File: src/rtl/eyescan_pkg.sv
package eyescan_pkg;

    // Half span of the phase tap range at range code 0 (64 taps total).
    localparam int BASE_HALF_SPAN = 32;

    typedef enum logic [1:0] {
        ST_IDLE   = 2'd0,
        ST_SETTLE = 2'd1,
        ST_COUNT  = 2'd2,
        ST_DONE   = 2'd3
    } scan_state_e;

    // Command from the sequencer to the accumulators.
    typedef struct packed {
        logic clear;
        logic count;
    } scan_cmd_t;

    // Number of ones in a vector of up to 64 bits.
    function automatic int unsigned ones64(input logic [63:0] v);
        int unsigned n;
        n = 0;
        for (int i = 0; i < 64; i++) begin
            n += int'(v[i]);
        end
        return n;
    endfunction

endpackage

File: src/rtl/eyescan_offset.sv
module eyescan_offset
    import eyescan_pkg::*;
#(
    parameter int HW = 10,
    parameter int VW = 8
) (
    input  logic                 clk,
    input  logic                 rst,
    input  logic                 load,
    input  logic signed [HW-1:0] cfg_htap,
    input  logic [1:0]           cfg_hrange,
    input  logic [VW-1:0]        cfg_vcode,
    output logic signed [HW-1:0] off_htap,
    output logic [VW-1:0]        off_vcode
);
    localparam int HX = HW + 1;
    localparam logic [VW-1:0] NEG_ZERO = {1'b1, {(VW-1){1'b0}}};

    logic signed [HX-1:0] half_span;
    logic signed [HX-1:0] lo_lim;
    logic signed [HX-1:0] hi_lim;
    logic signed [HX-1:0] req_tap;
    logic signed [HX-1:0] clamped;
    logic [VW-1:0]        vnorm;

    always_comb begin
        half_span = $signed(HX'(BASE_HALF_SPAN) << cfg_hrange);
        lo_lim    = -half_span;
        hi_lim    = half_span - HX'(1);
        req_tap   = {cfg_htap[HW-1], cfg_htap};
        if (req_tap < lo_lim) begin
            clamped = lo_lim;
        end else if (req_tap > hi_lim) begin
            clamped = hi_lim;
        end else begin
            clamped = req_tap;
        end
        vnorm = (cfg_vcode == NEG_ZERO) ? '0 : cfg_vcode;
    end

    always_ff @(posedge clk) begin
        if (rst) begin
            off_htap  <= '0;
            off_vcode <= '0;
        end else if (load) begin
            off_htap  <= clamped[HW-1:0];
            off_vcode <= vnorm;
        end
    end

endmodule

File: src/rtl/eyescan_ctrl.sv
module eyescan_ctrl
    import eyescan_pkg::*;
#(
    parameter int PW = 3,
    parameter int SW = 8
) (
    input  logic          clk,
    input  logic          rst,
    input  logic          start,
    input  logic          in_valid,
    input  logic          finish,
    input  logic [SW-1:0] cfg_settle,
    input  logic [PW-1:0] cfg_prescale,
    output scan_cmd_t     cmd,
    output logic [PW-1:0] prescale_q,
    output logic          load_off,
    output logic          busy,
    output logic          done
);
    scan_state_e   state;
    logic [SW-1:0] settle_left;
    logic          idle_like;

    assign idle_like = (state == ST_IDLE) || (state == ST_DONE);
    assign load_off  = idle_like;
    assign busy      = (state == ST_SETTLE) || (state == ST_COUNT);
    assign done      = (state == ST_DONE);
    assign cmd.clear = start && idle_like;
    assign cmd.count = (state == ST_COUNT) && in_valid;

    always_ff @(posedge clk) begin
        if (rst) begin
            state       <= ST_IDLE;
            settle_left <= '0;
            prescale_q  <= '0;
        end else begin
            unique case (state)
                ST_IDLE, ST_DONE: begin
                    if (start) begin
                        state       <= ST_SETTLE;
                        settle_left <= cfg_settle;
                        prescale_q  <= cfg_prescale;
                    end
                end
                ST_SETTLE: begin
                    if (settle_left == '0) begin
                        state <= ST_COUNT;
                    end else begin
                        settle_left <= settle_left - SW'(1);
                    end
                end
                ST_COUNT: begin
                    if (finish) begin
                        state <= ST_DONE;
                    end
                end
                default: state <= ST_IDLE;
            endcase
        end
    end

endmodule

File: src/rtl/eyescan_counters.sv
module eyescan_counters
    import eyescan_pkg::*;
#(
    parameter int W  = 16,
    parameter int CW = 16,
    parameter int PW = 3
) (
    input  logic          clk,
    input  logic          rst,
    input  scan_cmd_t     cmd,
    input  logic [PW-1:0] prescale,
    input  logic [W-1:0]  center,
    input  logic [W-1:0]  offset,
    output logic [CW-1:0] samp,
    output logic [CW-1:0] err,
    output logic          finish
);
    localparam int PCW   = $clog2(W + 1);
    localparam int PRE_W = 1 << PW;
    localparam logic [CW-1:0] CMAX = {CW{1'b1}};

    logic [PRE_W-1:0] pre_cnt;
    logic [PRE_W-1:0] pre_last;
    logic             tick;
    logic [PCW-1:0]   word_errs;
    logic [CW:0]      samp_sum;
    logic [CW:0]      err_sum;
    logic [CW-1:0]    samp_next;
    logic [CW-1:0]    err_next;

    always_comb begin
        pre_last  = (PRE_W'(1) << prescale) - PRE_W'(1);
        tick      = cmd.count && (pre_cnt == pre_last);
        word_errs = PCW'(ones64(64'(center ^ offset)));
        samp_sum  = {1'b0, samp} + (CW+1)'(W);
        err_sum   = {1'b0, err} + (CW+1)'(word_errs);
        samp_next = samp_sum[CW] ? CMAX : samp_sum[CW-1:0];
        err_next  = err_sum[CW]  ? CMAX : err_sum[CW-1:0];
        finish    = tick && (samp_sum >= {1'b0, CMAX});
    end

    always_ff @(posedge clk) begin
        if (rst || cmd.clear) begin
            pre_cnt <= '0;
            samp    <= '0;
            err     <= '0;
        end else if (cmd.count) begin
            pre_cnt <= tick ? '0 : pre_cnt + PRE_W'(1);
            err     <= err_next;
            if (tick) begin
                samp <= samp_next;
            end
        end
    end

endmodule

File: src/rtl/eyescan_accum.sv
module eyescan_accum
    import eyescan_pkg::*;
#(
    parameter int W  = 16,
    parameter int CW = 16,
    parameter int HW = 10,
    parameter int VW = 8,
    parameter int PW = 3,
    parameter int SW = 8
) (
    input  logic                 clk,
    input  logic                 rst,
    input  logic                 in_valid,
    input  logic [W-1:0]         in_center,
    input  logic [W-1:0]         in_offset,
    input  logic signed [HW-1:0] cfg_htap,
    input  logic [1:0]           cfg_hrange,
    input  logic [VW-1:0]        cfg_vcode,
    input  logic [PW-1:0]        cfg_prescale,
    input  logic [SW-1:0]        cfg_settle,
    input  logic                 start,
    output logic                 out_valid,
    output logic [W-1:0]         out_data,
    output logic signed [HW-1:0] off_htap,
    output logic [VW-1:0]        off_vcode,
    output logic                 busy,
    output logic                 done,
    output logic [CW-1:0]        samp_count,
    output logic [CW-1:0]        err_count
);
    scan_cmd_t     cmd;
    logic [PW-1:0] prescale_q;
    logic          load_off;
    logic          finish;

    // Downstream path: a plain register stage, untouched by the scan.
    always_ff @(posedge clk) begin
        if (rst) begin
            out_valid <= 1'b0;
            out_data  <= '0;
        end else begin
            out_valid <= in_valid;
            out_data  <= in_center;
        end
    end

    eyescan_ctrl #(.PW(PW), .SW(SW)) u_ctrl (
        .clk          (clk),
        .rst          (rst),
        .start        (start),
        .in_valid     (in_valid),
        .finish       (finish),
        .cfg_settle   (cfg_settle),
        .cfg_prescale (cfg_prescale),
        .cmd          (cmd),
        .prescale_q   (prescale_q),
        .load_off     (load_off),
        .busy         (busy),
        .done         (done)
    );

    eyescan_counters #(.W(W), .CW(CW), .PW(PW)) u_cnt (
        .clk      (clk),
        .rst      (rst),
        .cmd      (cmd),
        .prescale (prescale_q),
        .center   (in_center),
        .offset   (in_offset),
        .samp     (samp_count),
        .err      (err_count),
        .finish   (finish)
    );

    eyescan_offset #(.HW(HW), .VW(VW)) u_off (
        .clk        (clk),
        .rst        (rst),
        .load       (load_off),
        .cfg_htap   (cfg_htap),
        .cfg_hrange (cfg_hrange),
        .cfg_vcode  (cfg_vcode),
        .off_htap   (off_htap),
        .off_vcode  (off_vcode)
    );

endmodule

File: config.mk
export PLATFORM = sky130hd
export DESIGN_NAME = eyescan_accum
export DESIGN_NICKNAME = d
export VERILOG_FILES = /design/src/rtl/eyescan_pkg.sv /design/src/rtl/eyescan_offset.sv /design/src/rtl/eyescan_ctrl.sv /design/src/rtl/eyescan_counters.sv /design/src/rtl/eyescan_accum.sv
export SDC_FILE = /design/constraint.sdc
export NUM_CORES = 1
export LEC_CHECK = 0
export BUFFER_PORTS_ARGS = -buffer_cell sky130_fd_sc_hd__buf_2
export CAP_MARGIN = 30
export CORE_MARGIN = 2
export CORE_UTILIZATION = 32
export DETAILED_ROUTE_END_ITERATION = 6
export GPL_TIMING_DRIVEN = 0
export PLACE_DENSITY_LB_ADDON = 0.08
export SLEW_MARGIN = 40
export SYNTH_ARGS = -nofsm -noshare
export SYNTH_HDL_FRONTEND = slang
export SYNTH_HIERARCHICAL = 1
export SYNTH_SLANG_ARGS = --single-unit
export TNS_END_PERCENT = 10
File: constraint.sdc
create_clock -name clk -period 7.45 [get_ports clk]
set_clock_uncertainty 0.15 [all_clocks]
set_input_delay 1.1175 -clock clk [delete_from_list [all_inputs] [get_ports clk]]
set_output_delay 1.1175 -clock clk [all_outputs]
set_load 0.01 [all_outputs]
==> flow_metrics.py <==
metrics = {
    "yosys": {
        "yosysUniqueCellTypes": 72,
        "synth_xor_area_frac": 0.05544,
        "synth_edf_count": 0,
        "synth_area_per_cell_sq_um": 8.661,
        "synth_compound_area_frac": 0.1831,
        "ys_warn_count": 6,
        "ys_seq_area_frac": 0.3264,
        "postSynthCellCount": 602,
        "synthAdderAreaFrac": 0.1238,
        "netlist_area_sq_um": 5214,
        "synth-simple-area-share": 0.2304,
        "synth.area.mux_share": 0.02496,
        "synthArstFlopShare": 0,
        "ys.flop_type": "dfxtp_1",
        "synth_top_family_by_area": "simple AND/OR/NAND/NOR gates",
        "synth-seq-cells": 85,
    },
    "timing": {
        "timing.final.crit_share": 0.8034,
        "finalSetupViolations": 0,
        "fmax_mhz": 167.1,
        "min_period_ns": 5.985,
        "maxSlewViolCount": 0,
        "setup_slack_ns": 1.465,
        "rsz0062_at_grt": "no",
        "hold_violations": 0,
        "tightestPinTransition_ns": 0.6619,
        "slew_headroom": 0.5587,
        "whs_ns": 0.3098,
        "fin_tns_setup_ns": 0,
    },
    "final_layout": {
        "register_area_sq_um": 1702,
        "nets": 862,
        "layout_commonest_cell": "buf_2",
        "fin_cells": 971,
        "utilization": 0.4079,
        "layout_common_cells": "buf_2 (142), dfxtp_1 (85), nor2_1 (46)",
        "drive_gt1_frac": 0.2556,
        "final_area_sq_um": 6480,
        "fillerInstances": 1694,
        "area_growth_pct": 24.29,
        "n_antenna_cell": 0,
        "multi_input_comb_area_sq_um": 3236,
    },
    "global_routing": {
        "grt.overflow.total": 0,
        "grt_max_degree": 18,
        "antenna_found_initial": 0,
        "grt_pass1_vias": 4698,
        "grt_usage": 0.1629,
        "grt_pass1_wl_mm": 23.15,
    },
    "floorplan": {
        "pin_count": 136,
        "dieArea_sq_um": 17330,
        "dieWidth_um": 131.6,
        "die_h_um": 131.6,
        "row_count": 46,
        "start_util": 0.3282,
        "core-area_sq_um": 15890,
    },
    "place": {
        "port-buffer-count": 135,
        "gp_congestion": 0.8039,
        "placed_area_sq_um": 6167,
        "place_inst": 955,
        "post-place-ws_ns": 1.116,
        "hpwl_mm": 10.69,
    },
    "clock_tree": {
        "htree_levels": 3,
        "cts_tree": "done",
        "clk_pin_slew_ns": 0.06,
        "cts_buffer_depth": 2,
        "cts_buffers": 9,
        "cts-resized-gates": 0,
        "clockRootBuffer": "clkbuf_16",
        "cts_sinks": 85,
        "cts_setup_buffers": 0,
        "hold_buffers": 0,
        "clk_latency_ns": 0.35,
    },
    "job": {
        "maxCapViolations": 0,
    },
    "power": {
        "ir_drop_mv": 0.1576,
        "power.leakage_nw": 2.925,
        "power-per-cell-area_nw_per_um2": 313.1,
        "fin_total_pwr_mw": 2.029,
    },
    "worst_setup_path": {
        "worstPathArrival_ns": 6.10,
        "start_kind": "input pin",
        "critPathSlowestCell": "fa_1",
        "required_ns": 7.56,
        "cp_num_buf_inv": 4,
        "path_max_fanout": 6,
        "cp-end-kind": "flip-flop",
        "crit_family": "adder cells",
        "worstSetupPathType": "in -> reg",
        "critPathMaxStageDelay_ns": 0.54,
        "crit_chain": "buf_2 > xnor2_1 > fa_1 > inv_1 > fa_1 > fa_1 > inv_1 > fa_1 > inv_1 > ha_1 > fa_1 > xor2_1 > ha_1 > a21oi_1 > o21ai_0 > and2_0 > a41oi_1 > a211oi_1",
        "cp_common_cell": "fa_1",
    },
    "drt": {
        "vias_per_cell": 4.944,
        "ant_nets": 0,
        "via_count": 4801,
        "drc": 0,
        "dr.pass1.iters": 4,
        "route.detailed.wl_per_inst_um": 14.36,
        "wl_mm": 13.94,
        "drtIter0Drc": 241,
    },
    "outcome": {
        "status": "finished, final reports clean",
    },
    "hold_path": {
        "hold_class": "reg -> reg",
    },
}
==> cells in the mapped netlist, types with 6 or more instances <==
| cell | instances | area [sq um] |
|---|---|---|
| o21ai_0 | 30 | 150.1 |
| and2b_2 | 7 | 61.31 |
| dfxtp_1 | 85 | 1702 |
| a21o_1 | 6 | 45.04 |
| a21oi_1 | 40 | 200.2 |
| buf_2 | 7 | 35.03 |
| nand2b_1 | 8 | 50.05 |
| mux2i_1 | 13 | 130.1 |
| clkbuf_1 | 10 | 37.54 |
| nor2_1 | 46 | 172.7 |
| o211ai_1 | 6 | 45.04 |
| nand4_1 | 9 | 56.30 |
| nor3b_1 | 6 | 45.04 |
| and3_1 | 7 | 43.79 |
| xor2_1 | 20 | 175.2 |
| nor3_1 | 24 | 120.1 |
| nor2b_1 | 19 | 118.9 |
| nand3_1 | 20 | 100.1 |
| nand2_1 | 43 | 161.4 |
| xnor2_1 | 13 | 113.9 |
| fa_1 | 11 | 220.2 |
| inv_1 | 28 | 105.1 |
| a211oi_1 | 6 | 45.04 |
| a31oi_1 | 11 | 68.82 |
| ha_1 | 34 | 425.4 |
==> final timing paths <==
kind	startpoint	cells past startpoint	slack (ns)	end
max	in_center[0]	18	1.46	u_cnt/err[15]$_SDFFE_PP0P_
min reg2reg	u_off/off_htap[0]$_SDFFE_PP0P_	2	0.31	u_off/off_htap[0]$_SDFFE_PP0P_
min	u_off/off_htap[0]$_SDFFE_PP0P_	2	0.31	u_off/off_htap[0]$_SDFFE_PP0P_
max reg2reg	u_ctrl/state[0]$_SDFFE_PP0P_	8	4.65	u_cnt/pre_cnt[6]$_SDFFE_PP0P_
==> kinds of logic (layout without fill, tap and decap cells) <==
group	count (synthesis)	after routing
xor gates and xnor gates	33	33
buffers and inverters	58	209
muxes	13	13
and+or+nand+nor	223	223
DFF	85	85
adders and majority gates	45	45
AOI/OAI and AO/OA	143	143
other	2	4
==> registers in the layout (all words and copies together) (netlist names) <==
register            count
out_valid               1
u_cnt/samp             13
u_cnt/err              16
u_off/off_htap         10
u_off/off_vcode         8
u_ctrl/prescale_q       3
u_cnt/pre_cnt           8
out_data               16
u_ctrl/settle_left      8
u_ctrl/state            2
==> report_power, final <==
part           internal, mW  switching, mW  total [mW]
Clock                 0.287          0.189       0.476
Sequential            0.530         0.0586       0.589
Combinational         0.397          0.566       0.964
==> final cells by class <==
class | count | share of cell area
Buffer | 28 | 0.02645
Clock buffer | 13 | 0.04171
Clock inverter | 3 | 0.006565
Inverter | 30 | 0.01738
Multi-Input combinational cell | 461 | 0.4993
Sequential cell | 85 | 0.2626
Tap cell | 216 | 0.04171
Timing Repair Buffer | 135 | 0.1043
==> tightest hold or removal path, cell delays in order, from the launching register on <==
cell,delay [ns]
dfxtp_1,0.31
nand2_1,0.06
a21oi_1,0.05
==> routing by layer <==
metal  up-vias  track usage  wire [um]
li1       2433            -          -
met1      2236       0.2098       6480
met2       118       0.2737       6704
met3        14      0.03974        617
met4         0      0.04046        140
met5         -            0          0
Note: power is estimated with default switching activity, not from simulation.
